<file path="config.mk">
export PLATFORM = sky130hd
export DESIGN_NAME = rtc_win_regs
export DESIGN_NICKNAME = d
export VERILOG_FILES = /design/src/rtl/rtc_win_pkg.sv /design/src/rtl/rtc_rst_sync.sv /design/src/rtl/rtc_prescaler.sv /design/src/rtl/rtc_time_core.sv /design/src/rtl/rtc_cfg_reg.sv /design/src/rtl/rtc_win_regs.sv
export SDC_FILE = /design/constraint.sdc
export NUM_CORES = 1
export LEC_CHECK = 0
export BUFFER_PORTS_ARGS = -buffer_cell sky130_fd_sc_hd__buf_2
export CORE_ASPECT_RATIO = 1.1
export CORE_MARGIN = 2
export CORE_UTILIZATION = 55
export CTS_BUF_LIST = sky130_fd_sc_hd__clkbuf_8
export CTS_CLUSTER_DIAMETER = 200
export DETAILED_ROUTE_END_ITERATION = 8
export PLACE_DENSITY = 0.8
export REMOVE_ABC_BUFFERS = 1
export SYNTH_ARGS = -nofsm -noshare
export SYNTH_HDL_FRONTEND = slang
export SYNTH_SLANG_ARGS = --single-unit
</file>
<file path="constraint.sdc">
create_clock -name clk -period 4.8 [get_ports clk]
set_clock_uncertainty 0.2 [all_clocks]
set_input_delay 0.24 -clock clk [delete_from_list [all_inputs] [get_ports clk]]
set_output_delay 0.24 -clock clk [all_outputs]
set_load 0.02 [all_outputs]
</file>
<file path="src/rtl/rtc_win_pkg.sv">
package rtc_win_pkg;

  typedef enum logic [1:0] {
    WIN_MIN_SEC   = 2'b00,
    WIN_WDAY_HOUR = 2'b01,
    WIN_MON_DAY   = 2'b10,
    WIN_YEAR      = 2'b11
  } win_sel_e;

  typedef struct packed {
    logic [7:0] year;
    logic [7:0] month;
    logic [7:0] day;
    logic [7:0] wday;
    logic [7:0] hour;
    logic [7:0] min;
    logic [7:0] sec;
  } rtc_time_t;

  localparam int unsigned CFG_EN_BIT   = 15;
  localparam int unsigned CFG_UNL_BIT  = 13;
  localparam int unsigned CFG_OE_BIT   = 10;
  localparam int unsigned CFG_PTR_LSB  = 8;

  localparam logic [7:0] WDAY_LAST = 8'h06;

  // Returns {wrap, next} for a two-digit BCD value that wraps after 'last'.
  function automatic logic [8:0] bcd_step(input logic [7:0] v, input logic [7:0] last);
    logic [8:0] r;
    if (v == last) begin
      r = 9'h100;
    end else if (v[3:0] >= 4'd9) begin
      r = {1'b0, v[7:4] + 4'd1, 4'd0};
    end else begin
      r = {1'b0, v[7:4], v[3:0] + 4'd1};
    end
    return r;
  endfunction

endpackage

</file>
<file path="src/rtl/rtc_rst_sync.sv">
module rtc_rst_sync (
  input  logic clk,
  input  logic arst_n,
  output logic srst_n
);

  logic [1:0] stage_q;

  always_ff @(posedge clk or negedge arst_n) begin
    if (!arst_n) begin
      stage_q <= 2'b00;
    end else begin
      stage_q <= {stage_q[0], 1'b1};
    end
  end

  assign srst_n = stage_q[1];

endmodule

</file>
<file path="src/rtl/rtc_prescaler.sv">
module rtc_prescaler #(
  parameter int unsigned TICKS_PER_SEC = 32768,
  parameter int unsigned SYNC_TICKS    = 32
) (
  input  logic clk,
  input  logic rst_n,
  input  logic en,
  input  logic tick,
  input  logic restart,
  output logic sec_stb,
  output logic half_sec,
  output logic sync_win
);

  localparam int unsigned CW = (TICKS_PER_SEC > 2) ? $clog2(TICKS_PER_SEC) : 1;
  localparam logic [CW-1:0] LAST_C      = CW'(TICKS_PER_SEC - 1);
  localparam logic [CW-1:0] HALF_C      = CW'(TICKS_PER_SEC / 2);
  localparam logic [CW-1:0] SYNC_FROM_C = CW'(TICKS_PER_SEC - SYNC_TICKS);

  logic [CW-1:0] cnt_q, cnt_d;
  logic          stb_q, stb_d;
  logic          cnt_ce;
  logic          at_last;

  assign at_last = (cnt_q == LAST_C);
  assign cnt_ce  = restart | (en & tick);

  always_comb begin
    cnt_d = cnt_q;
    stb_d = 1'b0;
    if (restart) begin
      cnt_d = '0;
    end else if (en && tick) begin
      if (at_last) begin
        cnt_d = '0;
        stb_d = 1'b1;
      end else begin
        cnt_d = cnt_q + 1'b1;
      end
    end
  end

  always_ff @(posedge clk or negedge rst_n) begin
    if (!rst_n) begin
      cnt_q <= '0;
    end else if (cnt_ce) begin
      cnt_q <= cnt_d;
    end
  end

  always_ff @(posedge clk or negedge rst_n) begin
    if (!rst_n) begin
      stb_q <= 1'b0;
    end else begin
      stb_q <= stb_d;
    end
  end

  assign sec_stb  = stb_q;
  assign half_sec = (cnt_q >= HALF_C);
  assign sync_win = (en & (cnt_q >= SYNC_FROM_C)) | stb_q;

  assert_wrap_strobe_R8: assert property (@(posedge clk) disable iff (!rst_n)
    (en && tick && !restart && at_last) |=> (sec_stb && cnt_q == '0));

  assert_strobe_single_R8: assert property (@(posedge clk) disable iff (!rst_n)
    sec_stb |=> !sec_stb);

  assert_restart_clears_half_R6: assert property (@(posedge clk) disable iff (!rst_n)
    restart |=> !half_sec);

  assert_hold_disabled_R8: assert property (@(posedge clk) disable iff (!rst_n)
    (!en && !restart) |=> ($stable(cnt_q) && !sec_stb));

endmodule

</file>
<file path="src/rtl/rtc_time_core.sv">
module rtc_time_core
  import rtc_win_pkg::*;
(
  input  logic              clk,
  input  logic              rst_n,
  input  logic              upd,
  input  logic              wr_en,
  input  win_sel_e          wr_win,
  input  logic [15:0]       wr_data,
  output rtc_time_t         time_q
);

  rtc_time_t t_q, t_d;
  logic      t_ce;
  logic [8:0] sec_n, min_n, hour_n;

  assign t_ce = wr_en | upd;

  always_comb begin
    t_d    = t_q;
    sec_n  = bcd_step(t_q.sec,  8'h59);
    min_n  = bcd_step(t_q.min,  8'h59);
    hour_n = bcd_step(t_q.hour, 8'h23);
    if (wr_en) begin
      unique case (wr_win)
        WIN_MIN_SEC: begin
          t_d.min = wr_data[15:8];
          t_d.sec = wr_data[7:0];
        end
        WIN_WDAY_HOUR: begin
          t_d.wday = wr_data[15:8];
          t_d.hour = wr_data[7:0];
        end
        WIN_MON_DAY: begin
          t_d.month = wr_data[15:8];
          t_d.day   = wr_data[7:0];
        end
        WIN_YEAR: begin
          t_d.year = wr_data[7:0];
        end
        default: t_d = t_q;
      endcase
    end else if (upd) begin
      t_d.sec = sec_n[7:0];
      if (sec_n[8]) begin
        t_d.min = min_n[7:0];
        if (min_n[8]) begin
          t_d.hour = hour_n[7:0];
          if (hour_n[8]) begin
            t_d.wday = (t_q.wday >= WDAY_LAST) ? 8'h00 : t_q.wday + 8'h01;
          end
        end
      end
    end
  end

  always_ff @(posedge clk or negedge rst_n) begin
    if (!rst_n) begin
      t_q <= '0;
    end else if (t_ce) begin
      t_q <= t_d;
    end
  end

  assign time_q = t_q;

  assert_write_wins_R9: assert property (@(posedge clk) disable iff (!rst_n)
    (wr_en && upd && wr_win == WIN_MIN_SEC) |=> (time_q.sec == $past(wr_data[7:0])));

  assert_idle_hold_R8: assert property (@(posedge clk) disable iff (!rst_n)
    (!wr_en && !upd) |=> $stable(time_q));

  assert_sec_wrap_R8: assert property (@(posedge clk) disable iff (!rst_n)
    (upd && !wr_en && time_q.sec == 8'h59) |=> (time_q.sec == 8'h00));

  assert_year_upper_drop_R3: assert property (@(posedge clk) disable iff (!rst_n)
    (wr_en && wr_win == WIN_YEAR) |=> ($stable(time_q.month) && $stable(time_q.min)));

endmodule

</file>
<file path="src/rtl/rtc_cfg_reg.sv">
module rtc_cfg_reg (
  input  logic        clk,
  input  logic        por_n,
  input  logic        cfg_wr,
  input  logic [15:0] cfg_wdata,
  input  logic        val_access,
  input  logic        half_sec,
  input  logic        sync_win,
  output logic [15:0] cfg_rdata,
  output logic        enable,
  output logic        unlock,
  output logic        out_en,
  output logic [1:0]  win_ptr
);

  import rtc_win_pkg::*;

  logic       en_q,  en_d;
  logic       unl_q, unl_d;
  logic       oe_q,  oe_d;
  logic [1:0] ptr_q, ptr_d;
  logic [7:0] cal_q, cal_d;
  logic       unused_wbits;

  assign unused_wbits = ^{cfg_wdata[14], cfg_wdata[12:11]};

  always_comb begin
    en_d  = en_q;
    unl_d = unl_q;
    oe_d  = oe_q;
    ptr_d = ptr_q;
    cal_d = cal_q;
    if (cfg_wr) begin
      unl_d = cfg_wdata[CFG_UNL_BIT];
      oe_d  = cfg_wdata[CFG_OE_BIT];
      ptr_d = cfg_wdata[CFG_PTR_LSB +: 2];
      cal_d = cfg_wdata[7:0];
      if (unl_q) begin
        en_d = cfg_wdata[CFG_EN_BIT];
      end
    end else if (val_access && ptr_q != 2'b00) begin
      ptr_d = ptr_q - 2'b01;
    end
  end

  always_ff @(posedge clk or negedge por_n) begin
    if (!por_n) begin
      en_q  <= 1'b0;
      unl_q <= 1'b0;
      oe_q  <= 1'b0;
      ptr_q <= 2'b00;
      cal_q <= 8'h00;
    end else begin
      en_q  <= en_d;
      unl_q <= unl_d;
      oe_q  <= oe_d;
      ptr_q <= ptr_d;
      cal_q <= cal_d;
    end
  end

  assign cfg_rdata = {en_q, 1'b0, unl_q, sync_win, half_sec, oe_q, ptr_q, cal_q};
  assign enable    = en_q;
  assign unlock    = unl_q;
  assign out_en    = oe_q;
  assign win_ptr   = ptr_q;

  assert_enable_locked_R4: assert property (@(posedge clk) disable iff (!por_n)
    (cfg_wr && !unl_q) |=> (en_q == $past(en_q)));

  assert_ptr_step_R1: assert property (@(posedge clk) disable iff (!por_n)
    (val_access && !cfg_wr && ptr_q != 2'b00) |=> (ptr_q == $past(ptr_q) - 2'b01));

  assert_ptr_floor_R1: assert property (@(posedge clk) disable iff (!por_n)
    (val_access && !cfg_wr && ptr_q == 2'b00) |=> (ptr_q == 2'b00));

  assert_cal_hold_R5: assert property (@(posedge clk) disable iff (!por_n)
    !cfg_wr |=> $stable(cal_q));

endmodule

</file>
<file path="src/rtl/rtc_win_regs.sv">
module rtc_win_regs #(
  parameter int unsigned TICKS_PER_SEC = 32768,
  parameter int unsigned SYNC_TICKS    = 32
) (
  input  logic        clk,
  input  logic        por_n,
  input  logic        rst_n,
  input  logic        tick_en,
  input  logic        cfg_wr,
  input  logic [15:0] cfg_wdata,
  output logic [15:0] cfg_rdata,
  input  logic        val_rd,
  input  logic        val_wr,
  input  logic [15:0] val_wdata,
  output logic [15:0] val_rdata,
  output logic        sec_out
);

  import rtc_win_pkg::*;

  logic       por_sync_n;
  logic       core_sync_n;
  logic       core_arst_n;
  logic       enable, unlock, out_en;
  logic [1:0] win_ptr;
  win_sel_e   win_sel;
  logic       sec_stb, half_sec, sync_win;
  logic       val_wr_ok;
  logic       restart;
  rtc_time_t  time_q;

  assign core_arst_n = por_n & rst_n;

  rtc_rst_sync u_por_sync (
    .clk    (clk),
    .arst_n (por_n),
    .srst_n (por_sync_n)
  );

  rtc_rst_sync u_core_sync (
    .clk    (clk),
    .arst_n (core_arst_n),
    .srst_n (core_sync_n)
  );

  assign win_sel   = win_sel_e'(win_ptr);
  assign val_wr_ok = val_wr & unlock;
  assign restart   = val_wr_ok & (win_sel == WIN_MIN_SEC);

  rtc_cfg_reg u_cfg (
    .clk        (clk),
    .por_n      (por_sync_n),
    .cfg_wr     (cfg_wr),
    .cfg_wdata  (cfg_wdata),
    .val_access (val_rd | val_wr),
    .half_sec   (half_sec),
    .sync_win   (sync_win),
    .cfg_rdata  (cfg_rdata),
    .enable     (enable),
    .unlock     (unlock),
    .out_en     (out_en),
    .win_ptr    (win_ptr)
  );

  rtc_prescaler #(
    .TICKS_PER_SEC (TICKS_PER_SEC),
    .SYNC_TICKS    (SYNC_TICKS)
  ) u_presc (
    .clk      (clk),
    .rst_n    (core_sync_n),
    .en       (enable),
    .tick     (tick_en),
    .restart  (restart),
    .sec_stb  (sec_stb),
    .half_sec (half_sec),
    .sync_win (sync_win)
  );

  rtc_time_core u_time (
    .clk     (clk),
    .rst_n   (core_sync_n),
    .upd     (sec_stb),
    .wr_en   (val_wr_ok),
    .wr_win  (win_sel),
    .wr_data (val_wdata),
    .time_q  (time_q)
  );

  always_comb begin
    unique case (win_sel)
      WIN_MIN_SEC:   val_rdata = {time_q.min,   time_q.sec};
      WIN_WDAY_HOUR: val_rdata = {time_q.wday,  time_q.hour};
      WIN_MON_DAY:   val_rdata = {time_q.month, time_q.day};
      WIN_YEAR:      val_rdata = {8'h00,        time_q.year};
      default:       val_rdata = 16'h0000;
    endcase
  end

  assign sec_out = out_en & half_sec;

  assert_locked_write_R3: assert property (@(posedge clk) disable iff (!core_sync_n)
    (val_wr && !unlock && !sec_stb) |=> $stable(time_q));

  assert_sec_out_R11: assert property (@(posedge clk) disable iff (!core_sync_n)
    !out_en |-> !sec_out);

endmodule

</file>
==> flow_summary.toml <==
[status]
outcome = "finished, final reports clean"

[drt]
drt_wl_total_um = 11600
drt_iter0_drc = 237
drc = 0
vias = 4010
detail-route-antenna-nets = 0
dr.pass1.iters = 5
routedWlPerCell_um = 17.0
post_drt_via_cell_ratio = 5.89

[logic_synthesis]
post-synth-top-count-cell = "dfrtp_1"
synth_cell_types = 60
synth_area_um2 = 4910
synth_area_per_cell_um2 = 10.4
ys_warn_count = 0
synth_cells = 471
synth-async-reset-ratio_pct = 100
synth_top_cell_area_share_pct = 45.4
yosysSeqAreaShare_pct = 45.4
synth-seq-cells = 89
synthTopCellsByArea = "dfrtp_1, mux2_2, ha_1"
ys_top_cells_by_count = "dfrtp_1, mux2_2, nand2_1"
yosysTopAreaCell = "dfrtp_1"
synth_ff_type = "dfrtp_1"
synth_edf_count = 0

[setup_path]
critPathMaxFanout = 22
cp.arrival_ns = 2.77
endpoint_kind = "register"
crit_required_ns = 4.87
start_kind = "register"
reg2reg_slack_ns = 2.10
path_class = "register to register"

[floorplan]
fp.dieW_um = 94.1
die_h_um = 103
initial_core_util_pct = 55.9
die_area_um2 = 9690
std_cell_rows = 36
num_io_pins = 72
design.core.area_um2 = 8780

[timing]
relSlewSlack_pct = 28.9
fin_setup_tns_ns = 0
finalHoldViolations = 0
rsz0062_at_grt = "no"
worst_pin_slew_ns = 1.07
final.min_clock_period_ns = 2.70
worst_hold_slack_ns = 0.0310
finalCritPeriodShare_pct = 56.2
final.setup.worst_slack_ns = 2.10
fmax_ghz = 0.371
drv_slew = 0
setup_viol_count_final = 0

[cts]
cts_resized = 0
root_buffer = "clkbuf_8"
postCtsHoldBufs = 33
cts_tree = "done"
htreeDepth = 3
cts_made_buffers = 9
cts_setup_buffers = 0
clkLatencyLatePin_ns = 0.37
cts_buffer_depth = 2
clkSinkCount = 89
clk_pin_slew_ns = 0.09

[hold_path]
hold_class = "register to asynchronous set/reset pin"

[grt]
grt_pass1_wl_um = 19200
antenna_found_initial = 0
grt_max_degree = 49
track_usage_pct = 25.3
grt-ovfl-total = 0
grt_pass1_vias = 4027

[power]
p_leak_uw = 0.00265
ir_drop_mv = 0.280
p_per_area_nw_per_um2 = 501

[final_layout]
fillCellCount = 694
n_antenna_cell = 0
fin_util_pct = 66.3
syn2layout_area_growth_pct = 18.7
drive_above_1_share_pct = 25.6
finalInstanceArea_um2 = 5820
finalNetCount = 624

[place]
gp_congestion = 0.887
dp_slack_ns = 2.12
io_buffers = 67
placed_area_um2 = 5270
dp_hpwl_um = 7900

[flow_run]
maxCapViolations = 0
[path summary, 6_finish.rpt]
check,start,endpoint,depth (start not counted)
min reg2reg,u_por_sync.stage_q[1],u_cfg.cal_q[2],0
max reg2reg,u_cfg.win_ptr[0],u_time.time_q[6],8
max,u_cfg.win_ptr[0],u_time.time_q[6],8
min in group clk,cfg_wr,u_cfg.win_ptr[1],3
min,u_por_sync.stage_q[1],u_cfg.cal_q[2],0
max in group asynchronous,u_core_sync.stage_q[1],u_presc.cnt_q[9],1
[flip-flops by register name, indices dropped and copies added, names as in the netlist, 2 cells and up]
| register | count |
|---|---|
| u_presc.cnt_q | 15 |
| u_por_sync.stage_q | 2 |
| u_cfg.cal_q | 8 |
| u_core_sync.stage_q | 2 |
| u_time.time_q | 56 |
| u_cfg.win_ptr | 2 |
[per-stage QoR]
step / cells / power, uW
after CTS: 681 / 2910
after detailed placement: 632 / 2310
after floorplan: 448 / 1980
after global placement: 632 / 2240
after global routing: 681 / 3130
final: 681 / 2920
[placed cells by master (no fill, tap or decap), drive strengths merged, types with 5 or more instances in the layout]
master	count
and2	5
o21ai	29
o31ai	5
a221oi	9
clkbuf	10
ha	23
nor2	27
a22o	5
dlygate4sd3	33
xor2	6
nand3	28
a21oi	26
a222oi	8
a22oi	7
dfrtp	89
nand4	9
buf	70
inv	31
nor3	6
nand2	34
mux2	37
mux2i	9
[per-layer routing]
layer	vias up	track usage (%)	part of all wire, %
met5	-	0	0
met4	0	10.0	2.0
met3	21	5.19	4.9
met2	130	43.1	52
met1	1980	31.8	41
li1	1879	-	-
[layout make-up]
type	count	area [um^2]	area share [%]
clock buffers	10	138	2.36
clock inverters	6	90.1	1.55
inverters	30	113	1.93
multi-input cells	329	2420	41.6
flip-flops and latches	89	2230	38.3
well taps	114	143	2.45
repair buffers	103	688	11.8
[report_power, final]
| part | total, uW | leakage (uW) | switching [uW] | internal [uW] |
|---|---|---|---|---|
| Clock | 588 | 0.000113 | 279 | 309 |
| Combinational | 1070 | 0.00143 | 598 | 467 |
| Sequential | 1270 | 0.00110 | 262 | 1000 |
| Total | 2920 | 0.00265 | 1140 | 1780 |
[critical path, stage by stage, from the launching register on]
cell and delay [ns]:
dfrtp_1 0.43, inv_1 0.13, ha_1 0.42, buf_4 0.35, and3_1 0.26, nor2_1 0.16
nor2_2 0.30, o21ai_0 0.15, a22o_1 0.21
[cells by family after synthesis]
kind of cell	after synthesis	synth area share, %
DFF	89	45.4
muxes	46	10.4
AOI/OAI and AO/OA	115	16.1
other	2	0.153
adders and majority gates	23	5.86
and+or+nand+nor	132	15.0
xor gates and xnor gates	10	1.78
buffers and inverters	54	5.28
No activity file was read; power rests on OpenSTA's default activity.
